==> src/rtl/wdog_pkg.sv <==
package wdog_pkg;
  localparam int unsigned SEL_W   = 3;
  // word indices of the register map
  localparam int unsigned IDX_CTL = 0;
  localparam int unsigned IDX_IE  = 1;
  localparam int unsigned IDX_STS = 2;
  // control bit positions
  localparam int unsigned B_CLR   = 0;
  localparam int unsigned B_RSTEN = 1;
  localparam int unsigned B_WKEN  = 2;
  localparam int unsigned B_EN    = 3;
  localparam int unsigned B_SEL   = 4;
  // status bit positions
  localparam int unsigned S_TO    = 0;
  localparam int unsigned S_RST   = 1;
  localparam int unsigned S_WAKE  = 2;

  typedef struct packed {
    logic [SEL_W-1:0] sel;
    logic             en;
    logic             wk_en;
    logic             rst_en;
  } ctl_t;
endpackage

==> src/rtl/wdog_rst_sync.sv <==
module wdog_rst_sync (
  input  logic clk,
  input  logic rst_n,
  output logic rst_sync_n
);
  logic [1:0] stage_q;

  always_ff @(posedge clk or negedge rst_n) begin
    if (!rst_n) stage_q <= 2'b00;
    else        stage_q <= {stage_q[0], 1'b1};
  end

  assign rst_sync_n = stage_q[1];
endmodule

==> src/rtl/wdog_interval.sv <==
module wdog_interval #(
  parameter int unsigned BASE  = 4,
  parameter int unsigned STEP  = 2,
  parameter int unsigned SEL_W = 3
) (
  input  logic             clk,
  input  logic             rst_n,
  input  logic             tick_en,
  input  logic             en,
  input  logic             clr,
  input  logic [SEL_W-1:0] sel,
  output logic             to_evt
);
  localparam int unsigned CNT_W = BASE + STEP * ((1 << SEL_W) - 1);
  localparam int unsigned SPN_W = $clog2(CNT_W + 1);

  logic [CNT_W-1:0] cnt_q, cnt_d;
  logic [CNT_W-1:0] mask;
  logic [SPN_W-1:0] span;

  always_comb begin
    span = SPN_W'(BASE + STEP * int'(sel));
    mask = ~({CNT_W{1'b1}} << span);
    to_evt = en && !clr && tick_en && ((cnt_q & mask) == mask);
  end

  always_comb begin
    if (!en || clr)   cnt_d = '0;
    else if (tick_en) cnt_d = cnt_q + 1'b1;
    else              cnt_d = cnt_q;
  end

  always_ff @(posedge clk or negedge rst_n) begin
    if (!rst_n) cnt_q <= '0;
    else        cnt_q <= cnt_d;
  end

  assert_off_holds_zero_R5: assert property (
    @(posedge clk) disable iff (!rst_n) !en |=> (cnt_q == '0));
endmodule

==> src/rtl/wdog_grace.sv <==
module wdog_grace #(
  parameter int unsigned GRACE = 1024
) (
  input  logic clk,
  input  logic rst_n,
  input  logic tick_en,
  input  logic en,
  input  logic clr,
  input  logic rst_en,
  input  logic to_evt,
  output logic fire,
  output logic rst_req
);
  localparam int unsigned GR_W = (GRACE > 1) ? $clog2(GRACE) : 1;

  logic            armed_q, armed_d;
  logic [GR_W-1:0] gcnt_q, gcnt_d;
  logic            last;
  logic            rst_req_q;

  always_comb begin
    last    = armed_q && tick_en && (gcnt_q == GR_W'(GRACE - 1));
    fire    = last && rst_en;
    armed_d = armed_q;
    gcnt_d  = gcnt_q;
    if (!en || clr) begin
      armed_d = 1'b0;
      gcnt_d  = '0;
    end else begin
      if (armed_q && tick_en) begin
        if (last) begin
          armed_d = 1'b0;
          gcnt_d  = '0;
        end else begin
          gcnt_d  = gcnt_q + 1'b1;
        end
      end
      if (to_evt && !armed_d) begin
        armed_d = 1'b1;
        gcnt_d  = '0;
      end
    end
  end

  always_ff @(posedge clk or negedge rst_n) begin
    if (!rst_n) begin
      armed_q   <= 1'b0;
      gcnt_q    <= '0;
      rst_req_q <= 1'b0;
    end else begin
      armed_q   <= armed_d;
      gcnt_q    <= gcnt_d;
      rst_req_q <= fire;
    end
  end

  assign rst_req = rst_req_q;

  assert_req_single_R11: assert property (
    @(posedge clk) disable iff (!rst_n) rst_req |=> !rst_req);
  assert_req_gated_R7: assert property (
    @(posedge clk) disable iff (!rst_n) $rose(rst_req) |-> $past(rst_en));
endmodule

==> src/rtl/wdog_regs.sv <==
module wdog_regs
  import wdog_pkg::*;
#(
  parameter int unsigned ADDR_W   = 4,
  parameter int unsigned DATA_W   = 32,
  parameter int unsigned CLR_HOLD = 3
) (
  input  logic              clk,
  input  logic              rst_n,
  input  logic              unlock,
  input  logic              pd_mode,
  input  logic              bus_we,
  input  logic [ADDR_W-1:0] bus_addr,
  input  logic [DATA_W-1:0] bus_wdata,
  output logic [DATA_W-1:0] bus_rdata,
  input  logic              to_evt,
  input  logic              grace_fire,
  output ctl_t              ctl,
  output logic              clr_active,
  output logic              irq,
  output logic              wake_req
);
  localparam int unsigned IDX_W = ADDR_W - 2;
  localparam int unsigned CH_W  = $clog2(CLR_HOLD + 1);

  ctl_t            ctl_q, ctl_d;
  logic [CH_W-1:0] clr_q, clr_d;
  logic            ie_q, ie_d;
  logic [2:0]      sts_q, sts_d;
  logic            wake_q, wake_d;

  logic [IDX_W-1:0] idx;
  logic             wr_ctl, wr_ie, wr_sts, ctl_ok;
  logic [2:0]       w1c, hw_set;
  logic             wake_evt;

  assign idx    = bus_addr[ADDR_W-1:2];
  assign wr_ctl = bus_we && (idx == IDX_W'(IDX_CTL));
  assign wr_ie  = bus_we && (idx == IDX_W'(IDX_IE));
  assign wr_sts = bus_we && (idx == IDX_W'(IDX_STS));
  assign ctl_ok = wr_ctl && unlock;

  // control word, write-protected
  always_comb begin
    ctl_d = ctl_q;
    clr_d = clr_q;
    if (clr_q != '0) clr_d = clr_q - 1'b1;
    if (ctl_ok) begin
      ctl_d.sel    = bus_wdata[B_SEL +: SEL_W];
      ctl_d.en     = bus_wdata[B_EN];
      ctl_d.wk_en  = bus_wdata[B_WKEN];
      ctl_d.rst_en = bus_wdata[B_RSTEN];
      if (bus_wdata[B_CLR]) clr_d = CH_W'(CLR_HOLD);
    end
  end

  // interrupt enable, unprotected
  always_comb begin
    ie_d = ie_q;
    if (wr_ie) ie_d = bus_wdata[0];
  end

  // sticky status: hardware set beats software clear
  always_comb begin
    wake_evt = to_evt && pd_mode && ctl_q.wk_en;
    hw_set   = 3'b000;
    hw_set[S_TO]   = to_evt;
    hw_set[S_RST]  = grace_fire;
    hw_set[S_WAKE] = wake_evt;
    w1c    = wr_sts ? bus_wdata[2:0] : 3'b000;
    sts_d  = (sts_q & ~w1c) | hw_set;
    wake_d = wake_evt;
  end

  always_ff @(posedge clk or negedge rst_n) begin
    if (!rst_n) begin
      ctl_q  <= '0;
      clr_q  <= '0;
      ie_q   <= 1'b0;
      sts_q  <= 3'b000;
      wake_q <= 1'b0;
    end else begin
      ctl_q  <= ctl_d;
      clr_q  <= clr_d;
      ie_q   <= ie_d;
      sts_q  <= sts_d;
      wake_q <= wake_d;
    end
  end

  always_comb begin
    bus_rdata = '0;
    case (idx)
      IDX_W'(IDX_CTL): begin
        bus_rdata[B_CLR]          = (clr_q != '0);
        bus_rdata[B_RSTEN]        = ctl_q.rst_en;
        bus_rdata[B_WKEN]         = ctl_q.wk_en;
        bus_rdata[B_EN]           = ctl_q.en;
        bus_rdata[B_SEL +: SEL_W] = ctl_q.sel;
      end
      IDX_W'(IDX_IE):  bus_rdata[0]   = ie_q;
      IDX_W'(IDX_STS): bus_rdata[2:0] = sts_q;
      default:         bus_rdata      = '0;
    endcase
  end

  assign ctl        = ctl_q;
  assign clr_active = (clr_q != '0);
  assign irq        = ie_q && sts_q[S_TO];
  assign wake_req   = wake_q;

  logic unused_bits;
  assign unused_bits = ^{bus_addr[1:0], bus_wdata[DATA_W-1:B_SEL+SEL_W], bus_wdata[DATA_W-1:3]};

  assert_locked_ctl_R4: assert property (
    @(posedge clk) disable iff (!rst_n) (wr_ctl && !unlock) |=> $stable(ctl_q));
  assert_set_wins_R12: assert property (
    @(posedge clk) disable iff (!rst_n) to_evt |=> sts_q[S_TO]);
  assert_rst_flag_gated_R7: assert property (
    @(posedge clk) disable iff (!rst_n) $rose(sts_q[S_RST]) |-> $past(ctl_q.rst_en));
  assert_wake_pairs_R8: assert property (
    @(posedge clk) disable iff (!rst_n) $rose(sts_q[S_WAKE]) |-> sts_q[S_TO]);
  assert_w0_keeps_R9: assert property (
    @(posedge clk) disable iff (!rst_n)
      (wr_sts && !bus_wdata[S_TO] && sts_q[S_TO]) |=> sts_q[S_TO]);
endmodule

==> src/rtl/wdog_timer.sv <==
module wdog_timer
  import wdog_pkg::*;
#(
  parameter int unsigned ADDR_W   = 4,
  parameter int unsigned DATA_W   = 32,
  parameter int unsigned BASE     = 4,
  parameter int unsigned STEP     = 2,
  parameter int unsigned GRACE    = 1024,
  parameter int unsigned CLR_HOLD = 3
) (
  input  logic              clk,
  input  logic              rst_n,
  input  logic              tick_en,
  input  logic              unlock,
  input  logic              pd_mode,
  input  logic              bus_we,
  input  logic [ADDR_W-1:0] bus_addr,
  input  logic [DATA_W-1:0] bus_wdata,
  output logic [DATA_W-1:0] bus_rdata,
  output logic              irq,
  output logic              wake_req,
  output logic              rst_req
);
  logic rst_sync_n;
  ctl_t ctl;
  logic clr_active, to_evt, grace_fire;

  wdog_rst_sync u_rst (
    .clk        (clk),
    .rst_n      (rst_n),
    .rst_sync_n (rst_sync_n)
  );

  wdog_regs #(
    .ADDR_W   (ADDR_W),
    .DATA_W   (DATA_W),
    .CLR_HOLD (CLR_HOLD)
  ) u_regs (
    .clk        (clk),
    .rst_n      (rst_sync_n),
    .unlock     (unlock),
    .pd_mode    (pd_mode),
    .bus_we     (bus_we),
    .bus_addr   (bus_addr),
    .bus_wdata  (bus_wdata),
    .bus_rdata  (bus_rdata),
    .to_evt     (to_evt),
    .grace_fire (grace_fire),
    .ctl        (ctl),
    .clr_active (clr_active),
    .irq        (irq),
    .wake_req   (wake_req)
  );

  wdog_interval #(
    .BASE  (BASE),
    .STEP  (STEP),
    .SEL_W (SEL_W)
  ) u_cnt (
    .clk     (clk),
    .rst_n   (rst_sync_n),
    .tick_en (tick_en),
    .en      (ctl.en),
    .clr     (clr_active),
    .sel     (ctl.sel),
    .to_evt  (to_evt)
  );

  wdog_grace #(
    .GRACE (GRACE)
  ) u_grace (
    .clk     (clk),
    .rst_n   (rst_sync_n),
    .tick_en (tick_en),
    .en      (ctl.en),
    .clr     (clr_active),
    .rst_en  (ctl.rst_en),
    .to_evt  (to_evt),
    .fire    (grace_fire),
    .rst_req (rst_req)
  );
endmodule

==> config.mk <==
export PLATFORM = sky130hd
export DESIGN_NAME = wdog_timer
export DESIGN_NICKNAME = d
export VERILOG_FILES = /design/src/rtl/wdog_pkg.sv /design/src/rtl/wdog_rst_sync.sv /design/src/rtl/wdog_interval.sv /design/src/rtl/wdog_grace.sv /design/src/rtl/wdog_regs.sv /design/src/rtl/wdog_timer.sv
export SDC_FILE = /design/constraint.sdc
export NUM_CORES = 1
export LEC_CHECK = 0
export ABC_CLOCK_PERIOD_IN_PS = 1250
export BUFFER_PORTS_ARGS = -buffer_cell sky130_fd_sc_hd__clkbuf_2
export CORE_ASPECT_RATIO = 2
export CORE_MARGIN = 2
export CORE_UTILIZATION = 30
export CTS_BUF_LIST = sky130_fd_sc_hd__clkbuf_4
export DETAILED_ROUTE_END_ITERATION = 8
export GPL_TIMING_DRIVEN = 0
export SETUP_SLACK_MARGIN = 0.05
export SYNTH_ARGS = -nofsm -noshare
export SYNTH_HDL_FRONTEND = slang
export SYNTH_SLANG_ARGS = --single-unit
==> constraint.sdc <==
create_clock -name clk -period 1.25 [get_ports clk]
set_input_delay 0.0625 -clock clk [delete_from_list [all_inputs] [get_ports clk]]
set_output_delay 0.0625 -clock clk [all_outputs]
set_load 0.005 [all_outputs]
Word level (Yosys, flattened, before mapping)
Index checks and enable logic that the tools add are counted.

word-level totals
  word-level logic and storage cells = 67
  flip-flop bits (word level) = 45

cells by class
  bitwise operators = 5
  $add $sub $neg = 4
  mux-type cells = 18
  shift-type cells = 1
  equal/unequal tests = 4
  reductions and logical operators = 22

operator list
  operator               count
  $mux 10                4
  $mux 18                2
  $add 18x1->18 const B  1
  $and 18x18->18         1
  $eq 18x18->1           1
  $not 18->18            1
  $shl 18x5->18 const A  1
  $logic_and 1x1->1      14
  $add 10x1->10 const B  1
  $eq 10x10->1 const B   1
  $mux 2                 3
  $add 3x4->5 const A    1
  $mux 1                 5
  $mux 4                 1
  $pmux 2 s2             1
  $reduce_bool 2->1      2
  $and 3x3->3            1
  $logic_not 1->1        3
  $mux 3                 1
  $not 3->3              1
  $or 3x3->3             1
  $pmux 1 s3             1
  $reduce_bool 3->1      1
  $eq 2x1->1 const B     1
  4 further kinds        4

Logic depth before layout (Yosys ltp)
Gate-level depths: netlist of the first run.

  depth in word-level cells = 9
  mapped depth = 7
  gate-level depth less buffers = 7

Cells and area by module
From an unflattened synthesis of the first run, not the netlist that was laid out.

second synthesis, totals
  cell total of the unflattened synthesis = 252
  area, all modules = 2,600.0 µm²

modules (own cells, without submodules)
  module         sequential area each (µm²)  cells each  instances  area each (µm²)
  wdog_interval  450.4                       105         1          1,031.0
  wdog_regs      325.3                       76          1          849.6
  wdog_grace     300.3                       68          1          665.6
  wdog_rst_sync  50.0                        3           1          53.8

Worst setup path before layout of the first run
OpenSTA, ideal clock, no wires.

  path type = reg2reg
  start point = register u_regs.ctl_q (netlist bit u_regs.ctl[4])
  end point = register u_grace.gcnt_q[2]
  period minus slack after synthesis = 1.832 ns
  path slack = -0.582 ns
  buffers on the path = 0
  cell stages (with the launch flop) = 7
  setup time = 0.139 ns
  arrival time = 1.693 ns
  required time = 1.111 ns
  path through = dfrtp_1 -> inv_1 -> ha_1 -> o32ai_1 -> nand4_1 -> o31ai_4 -> nor3_1

between the ends
  longest elaborated chain between the ends = 9
  elaborated cells on any way between the ends = 10
  those cells by class = 1 x add/sub; 1 x eq/ne; 1 x shift; 2 x mux; 2 x bitwise; 3 x reduce/logical

RTL lines
  what                    RTL line             RTL
  start, declared         wdog_regs.sv:26      ctl_t ctl_q, ctl_d;
  start signal, assigned  wdog_regs.sv:83      ctl_q <= ctl_d;
  $add 3x4->5 (*)         wdog_interval.sv:22  span = SPN_W'(BASE + STEP * int'(sel));
  $shl 18x5->18 (*)       wdog_interval.sv:23  mask = ~({CNT_W{1'b1}} << span);
  $not 18->18 (*)         wdog_interval.sv:23
  $and 18x18->18          wdog_interval.sv:24  to_evt = en && !clr && tick_en && ((cnt_q & mask) == mask);
  $eq 18x18->1 (*)        wdog_interval.sv:24
  $logic_and 1x1->1 (*)   wdog_interval.sv:24
  $logic_and 1x1->1 (*)   wdog_grace.sv:38     if (to_evt && !armed_d) begin
  $mux 10                 wdog_grace.sv:38
  $mux 10                 wdog_grace.sv:26     if (!en || clr) begin
  end signal, assigned    wdog_grace.sv:52     gcnt_q <= gcnt_d;
  end, declared           wdog_grace.sv:17     logic [GR_W-1:0] gcnt_q, gcnt_d;

Every way passes the cells marked *; elsewhere a longest branch is shown, timed or not.
A chain may end at the register's enable or synchronous reset.

Final worst setup path of the first run
  start point = register u_regs.ctl_q (netlist bit u_regs.ctl[5])
  end point = register u_grace.gcnt_q[2]

The elaborated chain is that of the path after synthesis.

==> flow_metrics.tcl, run 1 <==
set metrics [dict create \
    clockBufferDepth 2 \
    synth_top_area_share 0.4589 \
    fin_skew_ns 0.02406 \
    period_share 1.519 \
    synth_ff_type "dfrtp_1" \
    syn_avg_cell_area_um2 9.329 \
    fin_nets 400 \
    synth_top_family_by_area "simple AND/OR/NAND/NOR gates" \
    r2r_slack_ns -0.65 \
    dp_hpwl_mm 3.944 \
    drc 0 \
    pin_count 77 \
    power_mw 3.425 \
    async_flop_share 1.000 \
    core_area_um2 7943 \
    port_buffers 21 \
    die_h_um 131.9 \
    synth_area_leader_cell "dfrtp_1" \
    cts_buffers 5 \
    slew-limit-headroom 0.6207 \
    fin_ws_ns -0.6488 \
    worstPathRequired_ns 1.54 \
    worstSetupEndpointType "flip-flop" \
    drt_pass1_iterations 4 \
    antenna_found_initial 1 \
    rsz0062_at_grt "true" \
    dp_cells 404 \
    vias 2087 \
    grt_pass1_vias 2061 \
    syn_area_um2 2454 \
    fmax_mhz 526.6 \
    critPathMaxStageDelay_ns 0.46 \
    arrival_ns 2.19 \
    grt_max_degree 44 \
    instances_no_fill 451 \
    synth.area.mux_share 0.03519 \
    drtIter0Drc 83 \
    initial_core_util 0.3089 \
    critPathKind "flip-flop to flip-flop" \
    startpoint_type "flip-flop" \
    synth.area.top_cells "dfrtp_1, buf_4, nor2_1, nand2_1, xnor2_1" \
    hold_viol 0 \
    ant_nets 0 \
    p_per_area_nw_per_um2 1000 \
    wl_per_cell_um 12.34 \
    yosysWarnings 0 \
    place.gp.congestion 0.8666 \
    slew_viol_final 0 \
    worst_pin_slew_ns 0.5689 \
    synth-compound-area-share 0.08261 \
    die_area_um2 8962 \
    cp_slowest_cell "dfrtp_2" \
    hold_class "primary input to flip-flop" \
    fp-row-count 46 \
    synth_edf_count 0 \
    post_drt_via_cell_ratio 4.627 \
    grt.total_usage 0.1331 \
    ys_ff_latch 45 \
    cts_tree "yes" \
    grt_overflow_total 0 \
    max-cap-violations 0 \
    netlist_instances 263 \
    worst-path-max-fanout 10 \
    setup_viol 32 \
    area_growth_pct 39.57 \
    path_delay_family "simple AND/OR/NAND/NOR gates" \
    cp_cell_sequence "ha_2 -> a2bb2oi_1 -> nor4_2 -> nand4_1 -> o31ai_4 -> buf_12 -> nor3_1" \
    grt_pass1_wl_mm 9.225 \
    drive_gt1_frac 0.3531 \
    ys_types 42 \
    path_clk_slew_ns 0.15 \
    p_leak_nw 1.644 \
    ys_seq_area_frac 0.4589 \
    violations "setup timing" \
    cts_root_buffer "clkbuf_4" \
    setup_tns_ns -12.45 \
    cts.htree.levels 2 \
    vdd_ir_drop_max_v 0.0003935 \
    synth-simple-area-share 0.2244 \
    clock_latency_ns 0.38 \
    cp_num_buf_inv 1 \
    cts.sinks 45 \
    die_w_um 67.95 \
    period_minus_slack_ns 1.899 \
    outcome "complete, but fails checks" \
    wl_mm 5.564 \
    synth-xor-area-share 0.07139 \
    synthAdderAreaFrac 0.02550 \
]
[placed cells by master (no fill, tap or decap), types with 3 or more instances in the layout]
| master | count |
|---|---|
| buf_4 | 42 |
| dfrtp_1 | 42 |
| nor2_1 | 35 |
| conb_1 | 26 |
| nand2_1 | 24 |
| clkbuf_2 | 19 |
| buf_6 | 12 |
| xor2_1 | 10 |
| dlygate4sd3_1 | 10 |
| a21oi_1 | 9 |
| nand3_1 | 8 |
| nand4_1 | 8 |
| xnor2_1 | 7 |
| o21ai_0 | 6 |
| inv_1 | 5 |
| mux2_2 | 5 |
| nor3_1 | 5 |
| clkbuf_4 | 5 |
| nand3_2 | 4 |
| nor3_4 | 4 |
| buf_2 | 4 |
| clkbuf_1 | 3 |
| and3_1 | 3 |
| mux2i_1 | 3 |
| and2_1 | 3 |
| xnor2_2 | 3 |
| nor4_1 | 3 |
[cells in the mapped netlist (all sizes together) (7+ instances only)]
library cell / count
a21oi: 9
nor3: 11
xor2: 10
o21ai: 8
nand2: 26
nand3: 12
xnor2: 10
dfrtp: 45
nand4: 8
inv: 7
nor2: 38
buf: 28
[worst min-delay path, stage by stage]
cell and delay (ns):
clkbuf_2 0.13, nand3_1 0.08, a21o_1 0.11
[per-layer routing]
metal | global-route usage | vias to the layer above | part of all wire
li1 | - | 1016 | -
met1 | 0.1270 | 1013 | 0.34
met2 | 0.2535 | 52 | 0.59
met3 | 0.02135 | 6 | 0.040
met4 | 0.06667 | 0 | 0.023
met5 | 0 | - | 0
[layout make-up]
| cell class | count | area [um^2] |
|---|---|---|
| Tap cell | 96 | 120.1 |
| Antenna cell | 1 | 2.502 |
| Buffer | 32 | 231.5 |
| Clock inverter | 3 | 65.06 |
| Multi-Input combinational cell | 203 | 1344 |
| Timing Repair Buffer | 59 | 465.4 |
| Sequential cell | 45 | 1132 |
| Clock buffer | 5 | 37.54 |
| Fill cell | 780 | 4518 |
| Inverter | 7 | 26.28 |
[flip-flops by register name, summed over array words and instances, names as in the netlist]
signal	count
u_regs.clr_q	2
u_regs.wake_req	1
u_cnt.cnt_q	18
u_grace.armed_q	1
u_grace.rst_req	1
u_regs.ie_q	1
u_regs.ctl	6
u_rst.stage_q	2
u_regs.sts_q	3
u_grace.gcnt_q	10
[power by group]
part,switching (mW),internal (mW)
sequential,0.0881,1.52
clock,0.486,0.619
combinational,0.320,0.390
[timing repair]
| action | 4_1_cts | 5_1_grt |
|---|---|---|
| gates resized for setup | 25 | 19 |
| endpoints found under the setup margin | 33 | 68 |
| hold buffers | 10 | 0 |
| setup buffers | 17 | 11 |
| pin swaps | 13 | 11 |
| hold endpoints to repair | 15 | 0 |
[worst paths after layout]
check,startpoint,end,cells past startpoint
setup / recovery,u_regs.ctl[5],u_grace.gcnt_q[2],7
max in group asynchronous,u_rst.stage_q[1],u_cnt.cnt_q[7],0
setup reg to reg,u_regs.ctl[5],u_grace.gcnt_q[2],7
hold / removal,bus_we,u_regs.sts_q[1],3
min in group asynchronous,u_rst.stage_q[1],u_cnt.cnt_q[0],0
hold reg to reg,u_rst.stage_q[1],u_cnt.cnt_q[0],0
[logic make-up (layout without fill, tap and decap cells)]
group,Yosys count,count (layout)
buffers and inverters,39,106
AO/OA/AOI/OAI,30,30
other,2,27
XOR/XNOR,20,20
multiplexers,8,8
AND/OR/NAND/NOR,114,114
flip-flops,45,45
adder cells (fa/ha/maj),5,5
[through the flow]
stage	worst slack, ns	area (um^2)	utilization	hold slack [ns]
final	-0.6488	3425	0.4312	0.03941
after global routing	-0.8112	3425	0.4312	0.02743
after CTS	-0.6644	3274	0.4123	0.02494
after detailed placement	-0.7514	2823	0.3554	-0.1508
after global placement	-0.7875	2823	0.3554	-0.1516
after floorplan	-0.4684	2597	-	-0.2331
(Power assumes the default switching activity.)
==> run 2, diff against run 1 <==
--- a/config.mk
+++ b/config.mk
@@ -5,7 +5,7 @@
 export SDC_FILE = /design/constraint.sdc
 export NUM_CORES = 1
 export LEC_CHECK = 0
-export ABC_CLOCK_PERIOD_IN_PS = 1250
+export ABC_CLOCK_PERIOD_IN_PS = 1800
 export BUFFER_PORTS_ARGS = -buffer_cell sky130_fd_sc_hd__clkbuf_2
 export CORE_ASPECT_RATIO = 2
 export CORE_MARGIN = 2
==> constraint.sdc (replaced) <==
create_clock -name clk -period 1.8 [get_ports clk]
set_input_delay 0.09 -clock clk [delete_from_list [all_inputs] [get_ports clk]]
set_output_delay 0.09 -clock clk [all_outputs]
set_load 0.005 [all_outputs]
==> run 2 against run 1 <==
The run still ends with setup timing left. Clock skew fell by 0.012 ns. Sequential power is 32% lower. Routed wire length fell by 4.9%. Clock power is 44% lower. Fmax increased by 1.2%. Hold slack improved by 0.0098 ns. Clock-buffer cell count did not move. Cell area down 10%. Critical path depth unchanged. Non-clock buffer count is 18 lower. Die area is the same. Via count is 7.3% lower. Highest routed layer unchanged.
==> flow_metrics.tcl, run 2 (synthesized netlist as in run 1, its figures left out) <==
set metrics [dict create \
    post_drt_via_cell_ratio 4.479 \
    worstSetupEndpointType "flip-flop" \
    worst_pin_slew_ns 0.5166 \
    drt_pass1_iterations 4 \
    wl_per_cell_um 12.25 \
    fmax_mhz 532.9 \
    startpoint_type "flip-flop" \
    vias 1935 \
    path_clk_slew_ns 0.13 \
    cts.sinks 45 \
    fin_skew_ns 0.01214 \
    r2r_start "u_regs.ctl[4]" \
    grt_overflow_total 0 \
    dp_hpwl_mm 3.898 \
    die_w_um 67.95 \
    hold_class "primary input to flip-flop" \
    p_per_area_nw_per_um2 690.7 \
    clock_latency_ns 0.37 \
    initial_core_util 0.3089 \
    cts.htree.levels 2 \
    timing.hold.ws_ns 0.04920 \
    grt.total_usage 0.1307 \
    hold_viol 0 \
    grt_max_degree 39 \
    cts_root_buffer "clkbuf_4" \
    fin_nets 382 \
    setup_viol 13 \
    ant_nets 0 \
    cp_slowest_cell "dfrtp_1" \
    vdd_ir_drop_max_v 0.0002042 \
    max-cap-violations 0 \
    drive_gt1_frac 0.2440 \
    crit_start "u_regs.ctl[4]" \
    fin_ws_ns -0.07641 \
    outcome "complete, but fails checks" \
    fp-row-count 46 \
    drc 0 \
    max_flop_register "u_cnt.cnt_q" \
    violations "setup timing" \
    antenna_found_initial 0 \
    slew-limit-headroom 0.6525 \
    final_cell_area_um2 3073 \
    mostFrequentLayoutCell "dfrtp_1" \
    placedInstanceArea_um2 2793 \
    wl_mm 5.293 \
    cts_tree "yes" \
    final_cell_mix "dfrtp_1, nor2_1, buf_4, nand2_1, conb_1" \
    p_leak_nw 1.452 \
    clockBufferDepth 2 \
    min_from "bus_we" \
    worst-path-max-fanout 8 \
    pin_count 77 \
    port_buffers 21 \
    arrival_ns 2.15 \
    core_area_um2 7943 \
    die_h_um 131.9 \
    grt_pass1_wl_mm 9.059 \
    cts_buffers 5 \
    cp_cell_sequence "ha_2 -> a2bb2oi_1 -> nor4_2 -> nand4_1 -> o31ai_4 -> buf_6 -> nor2_1" \
    period_share 1.042 \
    rsz0062_at_grt "true" \
    grt_pass1_vias 1993 \
    place_ws_ns -0.2714 \
    critPathKind "flip-flop to flip-flop" \
    period_minus_slack_ns 1.876 \
    n_antenna_cell 0 \
    drtIter0Drc 82 \
    area_growth_pct 25.24 \
    place.gp.congestion 0.7478 \
    worstPathRequired_ns 2.07 \
    die_area_um2 8962 \
    critPathMaxStageDelay_ns 0.43 \
    slew_viol_final 0 \
    largest_register_ffs 18 \
]
==> run 2: changes by cell type in the layout (fill, tap and decap cells not counted), moves of 3 or more <==
cell,previous run,this run
buf_4,42,33
buf_6,12,1
nand3_1,8,11
nand3_2,4,1
nor2_1,35,38
nor3_1,5,9
nor3_4,4,1
xnor2_1,7,10
xnor2_2,3,0
==> run 2: final timing paths <==
check                               endpoint  slack [ns]  cells after the start
setup / recovery           u_grace.gcnt_q[4]       -0.08                      7
hold / removal               u_regs.sts_q[1]        0.05                      3
setup reg to reg           u_grace.gcnt_q[4]       -0.08                      7
hold reg to reg                u_regs.ctl[2]        0.10                      0
max in group asynchronous   u_rst.stage_q[1]        1.13                      3
min in group asynchronous      u_regs.ctl[2]        0.10                      0
==> run 2: worst max-delay path: cells and delay by family, from the launching register on <==
kind / cells / cell delay [ns]
simple gates: 3 / 0.56
compound gates: 2 / 0.41
fa+ha+maj: 1 / 0.22
buf+inv: 1 / 0.16
flops: 1 / 0.43
==> run 2: final cells by class <==
cell class	count	area, um^2
Clock inverter	3	41.29
Buffer	32	216.5
Clock buffer	5	37.54
Sequential cell	45	1127
Fill cell	819	4870
Timing Repair Buffer	41	296.5
Inverter	7	26.28
Tap cell	96	120.1
Multi-Input combinational cell	203	1207
==> run 2: per-layer routing <==
| metal | global-route usage | part of all wire |
|---|---|---|
| met1 | 0.1384 | 0.37 |
| met2 | 0.2352 | 0.57 |
| met3 | 0.02904 | 0.044 |
| met4 | 0.05556 | 0.020 |
| met5 | 0 | 0 |
==> run 2: what timing repair did <==
action,in CTS,in global routing
resized for setup,5,2
hold endpoints to repair,13,0
hold buffers,10,0
setup buffers,4,5
cloned,0,0
pin swaps,3,4
endpoints found under the setup margin,17,16
==> run 2: through the flow <==
step | util | cells | power [mW] | TNS, ns
2_1_floorplan | - | 287 | 1.362 | 0
3_3_place_gp | 0.3489 | 404 | 1.454 | -7.601
3_5_place_dp | 0.3516 | 405 | 1.466 | -2.884
4_1_cts | 0.3819 | 427 | 2.153 | -0.9829
5_1_grt | 0.3869 | 432 | 2.261 | -2.464
6_report | 0.3869 | 432 | 2.123 | -0.7989
==> run 2: where the power goes <==
part	internal (mW)	switching (mW)	leakage, nW
registers	1.06	0.0451	0.608
clock network	0.288	0.332	0.0389
logic	0.196	0.206	0.805
